**src/rtl/pir_pkg.sv**
```systemverilog
package pir_pkg;
    localparam int REG_W = 32;

    // Word indices (byte address >> 2)
    localparam logic [5:0] IDX_STAT = 6'd0;
    localparam logic [5:0] IDX_CMD  = 6'd1;
    localparam logic [5:0] IDX_ICS  = 6'd2;
    localparam logic [5:0] IDX_WKC  = 6'd4;
    localparam logic [5:0] IDX_WKS  = 6'd6;
    localparam logic [5:0] IDX_REQ  = 6'd8;
    localparam logic [5:0] IDX_STS  = 6'd12;

    localparam int         BUSY_BIT  = 8;
    localparam int         IOC_BIT   = 8;
    localparam logic [7:0] OPC_APPLY = 8'h01;

    localparam logic [7:0] CAUSE_DONE = 8'd1;
    localparam logic [7:0] CAUSE_ERR  = 8'd2;
    localparam logic [7:0] CAUSE_WAKE = 8'd3;

    typedef struct packed {
        logic       sw;
        logic       pend;
        logic       ie;
        logic [7:0] cause;
    } ics_t;
endpackage

```
**src/rtl/pir_cmd_seq.sv**
```systemverilog
module pir_cmd_seq
    import pir_pkg::*;
#(
    parameter int BUSY_CYCLES = 8
) (
    input  logic             clk,
    input  logic             rst_n,
    input  logic             cmd_wr,
    input  logic [REG_W-1:0] cmd_data,
    output logic             busy_o,
    output logic             apply_o,
    output logic             done_ioc_o,
    output logic             err_o
);
    localparam int CNT_W = $clog2(BUSY_CYCLES + 1);

    typedef struct packed {
        logic             busy;
        logic             ioc;
        logic [CNT_W-1:0] cnt;
    } seq_t;

    seq_t seq_q, seq_d;
    logic start;

    always_comb begin
        seq_d      = seq_q;
        start      = cmd_wr && !seq_q.busy && (cmd_data[7:0] == OPC_APPLY);
        err_o      = cmd_wr && !seq_q.busy && (cmd_data[7:0] != OPC_APPLY);
        apply_o    = seq_q.busy && (seq_q.cnt == '0);
        done_ioc_o = apply_o && seq_q.ioc;
        if (start) begin
            seq_d.busy = 1'b1;
            seq_d.ioc  = cmd_data[IOC_BIT];
            seq_d.cnt  = CNT_W'(BUSY_CYCLES - 1);
        end else if (seq_q.busy) begin
            if (seq_q.cnt == '0) seq_d.busy = 1'b0;
            else                 seq_d.cnt  = seq_q.cnt - CNT_W'(1);
        end
    end

    always_ff @(posedge clk or negedge rst_n) begin
        if (!rst_n) seq_q <= '0;
        else        seq_q <= seq_d;
    end

    assign busy_o = seq_q.busy;

    AST_APPLY_ENDS_BUSY: assert property (@(posedge clk) disable iff (!rst_n)
        apply_o |=> !busy_o);
    AST_BUSY_NEEDS_WRITE: assert property (@(posedge clk) disable iff (!rst_n)
        $rose(busy_o) |-> $past(cmd_wr));
    AST_BUSY_STEADY: assert property (@(posedge clk) disable iff (!rst_n)
        (busy_o && !apply_o) |=> (busy_o && seq_q.cnt == $past(seq_q.cnt) - CNT_W'(1)));
    AST_ERR_NO_BUSY: assert property (@(posedge clk) disable iff (!rst_n)
        err_o |=> !busy_o);
endmodule

```
**src/rtl/pir_state_bank.sv**
```systemverilog
module pir_state_bank
    import pir_pkg::*;
#(
    parameter int WORDS = 4
) (
    input  logic                        clk,
    input  logic                        rst_n,
    input  logic                        wr_en,
    input  logic [5:0]                  widx,
    input  logic [REG_W-1:0]            wdata,
    input  logic                        apply,
    output logic [WORDS-1:0][REG_W-1:0] req_o,
    output logic [WORDS-1:0][REG_W-1:0] sts_o
);
    typedef struct packed {
        logic [WORDS-1:0][REG_W-1:0] req;
        logic [WORDS-1:0][REG_W-1:0] sts;
    } bank_t;

    bank_t bank_q, bank_d;

    always_comb begin
        bank_d = bank_q;
        for (int i = 0; i < WORDS; i++) begin
            if (wr_en && widx == 6'(IDX_REQ + i)) bank_d.req[i] = wdata;
        end
        if (apply) bank_d.sts = bank_q.req;
    end

    always_ff @(posedge clk or negedge rst_n) begin
        if (!rst_n) bank_q <= '0;
        else        bank_q <= bank_d;
    end

    assign req_o = bank_q.req;
    assign sts_o = bank_q.sts;

    AST_STS_ONLY_ON_APPLY: assert property (@(posedge clk) disable iff (!rst_n)
        !apply |=> $stable(sts_o));
endmodule

```
**src/rtl/pir_wake_irq.sv**
```systemverilog
module pir_wake_irq
    import pir_pkg::*;
#(
    parameter int WAKE_WORDS = 2
) (
    input  logic                             clk,
    input  logic                             rst_n,
    input  logic                             wr_en,
    input  logic [5:0]                       widx,
    input  logic [REG_W-1:0]                 wdata,
    input  logic [WAKE_WORDS-1:0][REG_W-1:0] wake_in,
    input  logic                             done_ioc,
    input  logic                             cmd_err,
    output logic [WAKE_WORDS-1:0][REG_W-1:0] ctrl_o,
    output logic [WAKE_WORDS-1:0][REG_W-1:0] sts_o,
    output ics_t                             ics_o,
    output logic                             irq_o
);
    typedef struct packed {
        logic [WAKE_WORDS-1:0][REG_W-1:0] ctrl;
        logic [WAKE_WORDS-1:0][REG_W-1:0] sts;
        ics_t                             ics;
    } wk_t;

    wk_t  wk_q, wk_d;
    logic [WAKE_WORDS-1:0][REG_W-1:0] gated;
    logic new_wake, sts_wr, ics_wr, sw_set;

    always_comb begin
        wk_d     = wk_q;
        gated    = wake_in & wk_q.ctrl;
        new_wake = |(gated & ~wk_q.sts);
        sts_wr   = 1'b0;
        ics_wr   = wr_en && (widx == IDX_ICS);
        sw_set   = ics_wr && wdata[10];
        for (int i = 0; i < WAKE_WORDS; i++) begin
            if (wr_en && widx == 6'(IDX_WKC + i)) wk_d.ctrl[i] = wdata;
            if (wr_en && widx == 6'(IDX_WKS + i)) begin
                wk_d.sts[i] = wk_q.sts[i] & ~wdata;
                sts_wr      = 1'b1;
            end
        end
        wk_d.sts = wk_d.sts | gated;
        if (ics_wr) begin
            wk_d.ics.ie = wdata[8];
            if (wdata[9]) begin
                wk_d.ics.pend = 1'b0;
                wk_d.ics.sw   = 1'b0;
            end
            if (wdata[10]) begin
                wk_d.ics.sw   = 1'b1;
                wk_d.ics.pend = 1'b1;
            end
        end
        if (new_wake) begin
            wk_d.ics.cause = CAUSE_WAKE;
            if (wk_q.ics.ie) wk_d.ics.pend = 1'b1;
        end
        if (cmd_err) begin
            wk_d.ics.cause = CAUSE_ERR;
            if (wk_q.ics.ie) wk_d.ics.pend = 1'b1;
        end
        if (done_ioc && wk_q.ics.ie) begin
            wk_d.ics.cause = CAUSE_DONE;
            wk_d.ics.pend  = 1'b1;
        end
    end

    always_ff @(posedge clk or negedge rst_n) begin
        if (!rst_n) wk_q <= '0;
        else        wk_q <= wk_d;
    end

    assign ctrl_o = wk_q.ctrl;
    assign sts_o  = wk_q.sts;
    assign ics_o  = wk_q.ics;
    assign irq_o  = wk_q.ics.pend && wk_q.ics.ie;

    AST_PEND_HAS_SOURCE: assert property (@(posedge clk) disable iff (!rst_n)
        $rose(wk_q.ics.pend) |-> $past(sw_set || new_wake || cmd_err || done_ioc));
    AST_WAKE_STICKY: assert property (@(posedge clk) disable iff (!rst_n)
        !sts_wr |=> ((sts_o & $past(sts_o)) == $past(sts_o)));
    AST_CAUSE_HOLDS: assert property (@(posedge clk) disable iff (!rst_n)
        !(new_wake || cmd_err || (done_ioc && wk_q.ics.ie)) |=> $stable(wk_q.ics.cause));
endmodule

```
**src/rtl/pwr_island_regs.sv**
```systemverilog
module pwr_island_regs
    import pir_pkg::*;
#(
    parameter int NUM_SUBSYS  = 64,
    parameter int STATE_BITS  = 2,
    parameter int WAKE_SRC    = 64,
    parameter int BUSY_CYCLES = 8
) (
    input  logic                clk,
    input  logic                rst_n,
    input  logic                wr_en,
    input  logic [7:0]          addr,
    input  logic [31:0]         wdata,
    output logic [31:0]         rdata,
    input  logic [WAKE_SRC-1:0] wake_in,
    output logic                irq_o
);
    localparam int STATE_WORDS = (NUM_SUBSYS * STATE_BITS + REG_W - 1) / REG_W;
    localparam int WAKE_WORDS  = (WAKE_SRC + REG_W - 1) / REG_W;

    logic [5:0] widx;
    logic       busy, apply, done_ioc, cmd_err;
    logic [STATE_WORDS-1:0][REG_W-1:0] req_w, sts_w;
    logic [WAKE_WORDS-1:0][REG_W-1:0]  wk_ctrl, wk_sts, wake_pad;
    ics_t ics;

    assign widx     = addr[7:2];
    assign wake_pad = (WAKE_WORDS * REG_W)'(wake_in);

    pir_cmd_seq #(.BUSY_CYCLES(BUSY_CYCLES)) u_seq (
        .clk(clk), .rst_n(rst_n),
        .cmd_wr(wr_en && widx == IDX_CMD), .cmd_data(wdata),
        .busy_o(busy), .apply_o(apply), .done_ioc_o(done_ioc), .err_o(cmd_err)
    );

    pir_state_bank #(.WORDS(STATE_WORDS)) u_bank (
        .clk(clk), .rst_n(rst_n), .wr_en(wr_en), .widx(widx), .wdata(wdata),
        .apply(apply), .req_o(req_w), .sts_o(sts_w)
    );

    pir_wake_irq #(.WAKE_WORDS(WAKE_WORDS)) u_wk (
        .clk(clk), .rst_n(rst_n), .wr_en(wr_en), .widx(widx), .wdata(wdata),
        .wake_in(wake_pad), .done_ioc(done_ioc), .cmd_err(cmd_err),
        .ctrl_o(wk_ctrl), .sts_o(wk_sts), .ics_o(ics), .irq_o(irq_o)
    );

    always_comb begin
        rdata = '0;
        if (widx == IDX_STAT) rdata[BUSY_BIT] = busy;
        if (widx == IDX_ICS)  rdata = REG_W'(ics);
        for (int i = 0; i < WAKE_WORDS; i++) begin
            if (widx == 6'(IDX_WKC + i)) rdata = wk_ctrl[i];
            if (widx == 6'(IDX_WKS + i)) rdata = wk_sts[i];
        end
        for (int i = 0; i < STATE_WORDS; i++) begin
            if (widx == 6'(IDX_REQ + i)) rdata = req_w[i];
            if (widx == 6'(IDX_STS + i)) rdata = sts_w[i];
        end
    end

    AST_IRQ_FOLLOWS_PEND: assert property (@(posedge clk) disable iff (!rst_n)
        $rose(irq_o) |-> ($past(done_ioc || cmd_err || wr_en) || $past(|wake_pad)));
endmodule

```
**config.mk**
```make
export PLATFORM = sky130hd
export DESIGN_NAME = pwr_island_regs
export DESIGN_NICKNAME = d
export VERILOG_FILES = /design/src/rtl/pir_pkg.sv /design/src/rtl/pir_cmd_seq.sv /design/src/rtl/pir_state_bank.sv /design/src/rtl/pir_wake_irq.sv /design/src/rtl/pwr_island_regs.sv
export SDC_FILE = /design/constraint.sdc
export NUM_CORES = 1
export LEC_CHECK = 0
export ABC_AREA = 0
export BUFFER_PORTS_ARGS = -buffer_cell sky130_fd_sc_hd__buf_2
export CAP_MARGIN = 20
export CELL_PAD_IN_SITES_DETAIL_PLACEMENT = 1
export CELL_PAD_IN_SITES_GLOBAL_PLACEMENT = 1
export CORE_MARGIN = 1
export CORE_UTILIZATION = 40
export DETAILED_ROUTE_END_ITERATION = 8
export GPL_TIMING_DRIVEN = 0
export PLACE_DENSITY = 0.72
export SYNTH_ARGS = -nofsm -noshare
export SYNTH_HDL_FRONTEND = slang
export SYNTH_SLANG_ARGS = --single-unit
```
**constraint.sdc**
```tcl
create_clock -name clk -period 5.35 [get_ports clk]
set_clock_uncertainty 0.15 [all_clocks]
set_input_delay 0.2675 -clock clk [delete_from_list [all_inputs] [get_ports clk]]
set_output_delay 0.2675 -clock clk [all_outputs]
set_load 0.01 [all_outputs]
```
==> reports/metrics.yaml <==
status:
  status: "complete, no violations"
critical_path:
  path_cells: "clkbuf_1, nand2b_1, buf_2, nor2_1, buf_2, buf_2, a222oi_1, nand2_1, buf_2"
  critical-path-max-stage-delay_ps: 940
  critPathArrivalTime_ps: 3630
  cp-end-kind: "output pin"
  crit_type: "input pin to output pin"
  path_max_fanout: 10
  worstPathBufferInverterCount: 5
  crit_family: "buffers and inverters"
  worstPathRequired_ps: 4930
  crit_top_cell: "buf_2"
  crit_slowest_cell: "nor2_1"
  start_kind: "input pin"
yosys:
  synth.avg_cell_area_um2: 12.42
  synth.cell_area_um2: 18900
  syn_nets: 1629
  synthCells: 1521
  yosysUniqueCellTypes: 72
  ys_ff_latch: 395
  yosysSeqAreaShare: 0.5231
  synth-async-reset-ratio: 1.000
  synth_edf_count: 0
  yosys_warnings: 0
  ys.flop_type: "dfrtp_1"
power_and_ir_drop:
  p_int_mw: 5.710
  fin_total_pwr_mw: 7.808
  power.density_nw_per_um2: 337.5
  sw_frac_of_total: 0.2687
  power.leakage_nw: 10.75
  p_sw_mw: 2.098
  vdd_drop_max_mv: 0.1997
  seqPwrFrac: 0.468
  combPwrFrac: 0.136
  clkPwrFrac: 0.396
placement:
  place.gp.congestion: 0.9548
  io_buffer_count: 122
  dp_hpwl_um: 52620
  pre_cts_slack_ps: 1587
  postPlaceCellArea_um2: 20410
  placedCellCount: 2256
sta:
  hold_viol: 0
  fmax_ghz: 0.2469
  finalCriticalPeriod_ps: 4051
  setup_viol: 0
  drv_slew: 0
  setup_ws_ps: 1299
  holdWs_ps: 16.90
  fin_tns_setup_ps: 0
  slew_headroom: 0.1579
  worst-slew-pin-transition_ps: 1263
  rsz0062_at_grt: "false"
  min_period_over_period: 0.7572
floorplan:
  core_area_um2: 46560
  start_util: 0.4059
  num_io_pins: 140
  dieArea_um2: 48110
  die_h_um: 219.4
  die_w_um: 219.4
  rows: 79
routing:
  drt-total-wl_um: 77510
  route.vias.total: 15665
  drc: 0
  first_iter_violations: 1732
  routedWlPerCell_um: 31.49
  vias_per_cell: 6.365
  firstDrtPassIters: 5
  detail-route-antenna-nets: 0
final_layout:
  area_growth_syn_to_layout_pct: 22.43
  fill_cells: 4800
  layout.nets: 1932
  utilization: 0.4970
  fin_cells: 2461
  drive_gt1_frac: 0.3254
  postLayoutCellArea_um2: 23140
global_routing:
  grt_max_degree: 100
  overflow: 0
  grtUsageTotal: 0.3280
  antenna_found_initial: 0
  grt_pass1_vias: 16230
  grt_first_pass_wirelength_um: 112600
clock_tree:
  cts_tree: "built"
  cts_buffer_depth: 3
  cts.sink_count: 395
  clock_latency_ps: 590
  cts_root_buffer: "clkbuf_16"
  htreeDepth: 2
  path_clk_slew_ps: 60
  numCtsBuffers: 44
hold_path:
  holdCritPathClass: "input pin to register"
job:
  drv_cap: 0
power by group through the flow:
| stage | Sequential (mW) | Clock (mW) | Combinational, mW |
|---|---|---|---|
| 3_5_place_dp | 3.68 | 0 | 0.871 |
| 3_3_place_gp | 3.65 | 0 | 0.828 |
| 5_1_grt | 3.69 | 3.19 | 1.14 |
| 2_1_floorplan | 3.58 | 0 | 0.552 |
| 4_1_cts | 3.63 | 3.09 | 1.04 |
| 6_report | 3.65 | 3.09 | 1.07 |
cell families (layout without fill, tap and decap cells):
family | count (synthesis) | in the layout | share of synthesized area
flip-flops | 395 | 395 | 0.5231
multiplexers | 346 | 346 | 0.2161
AND/OR/NAND/NOR | 338 | 338 | 0.09548
AO/OA/AOI/OAI | 322 | 322 | 0.1326
buffers and inverters | 117 | 449 | 0.03119
XOR/XNOR | 2 | 2 | 0.0009271
adder cells (fa/ha/maj) | 1 | 1 | 0.0006620
other | 0 | 1 | 0
cells in the final DEF (no fill, tap or decap), types with 11 or more instances in the layout:
cell           synthesis  layout
dfrtp_1              395     395
mux2_2               283     283
buf_2                 44     165
nand2_1              159     159
dlygate4sd3_1          0     129
a22o_1                68      68
clkbuf_1              42      50
nand3b_1              48      48
clkbuf_16              0      46
mux2_4                40      40
a22oi_1               36      36
nor2_1                34      34
a221oi_1              29      29
o22ai_1               25      25
a21oi_1               24      24
a222oi_1              22      22
o21ai_0               22      22
o2111ai_1             16      16
mux2i_1               15      15
nor2b_1               13      13
o2bb2ai_1             11      11
synthesized netlist by cell type (24+ instances only):
cell | count | share of area
mux2_4 | 40 | 0.032
a21oi_1 | 24 | 0.0064
a22oi_1 | 36 | 0.014
buf_2 | 44 | 0.012
nand3b_1 | 48 | 0.019
a22o_1 | 68 | 0.032
nand2_1 | 159 | 0.032
nor2_1 | 34 | 0.0068
o22ai_1 | 25 | 0.0083
a221oi_1 | 29 | 0.013
clkbuf_1 | 42 | 0.0083
mux2_2 | 283 | 0.17
dfrtp_1 | 395 | 0.52
metal layers:
| layer | vias up | GRT usage | part of all wire |
|---|---|---|---|
| met2 | 844 | 0.5122 | 0.46 |
| met5 | - | 0 | 0 |
| met4 | 0 | 0.1715 | 0.058 |
| met3 | 218 | 0.05696 | 0.086 |
| met1 | 8261 | 0.4360 | 0.40 |
| li1 | 6342 | - | - |
registers in the layout, indices dropped and copies added, names as in the netlist:
register / cells
u_bank.req_o: 128
u_wk.ics_o: 5
u_seq.busy_o: 1
u_seq.seq_q: 5
u_bank.sts_o: 128
u_wk.sts_o: 64
u_wk.ctrl_o: 64
path summary, 6_finish.rpt:
| kind | from | endpoint | slack, ps | cells past startpoint |
|---|---|---|---|---|
| max in group asynchronous | rst_n | u_bank.req_o[121] | 3760 | 4 |
| hold / removal | wdata[2] | u_wk.sts_o[2] | 20 | 3 |
| min in group asynchronous | rst_n | u_bank.sts_o[40] | 50 | 2 |
| setup / recovery | addr[2] | rdata[0] | 1300 | 9 |
| setup reg to reg | u_seq.seq_q[0] | u_bank.sts_o[12] | 1680 | 6 |
| hold reg to reg | u_wk.ics_o[10] | u_wk.ics_o[10] | 350 | 1 |
worst min-delay path: stages:
cell,delay [ps]
clkbuf_1,200
nand2_1,120
a22o_1,120
final cells by class:
class / instances / area (µm²) / area share
Antenna cell: 1 / 2.502 / 0.0001082
Clock inverter: 12 / 123.9 / 0.005354
Multi-Input combinational cell: 1009 / 8423 / 0.3641
Timing Repair Buffer: 257 / 2048 / 0.08853
Clock buffer: 63 / 1305 / 0.05641
Inverter: 10 / 37.54 / 0.001622
Tap cell: 607 / 759.5 / 0.03283
Sequential cell: 395 / 9884 / 0.4272
Buffer: 107 / 551.8 / 0.02385
what timing repair did:
action,CTS,global route
buffers inserted,0,0
resized for setup,0,0
hold buffers,129,0
hold endpoints to repair,412,0
Power figures use the tool's default switching activity.
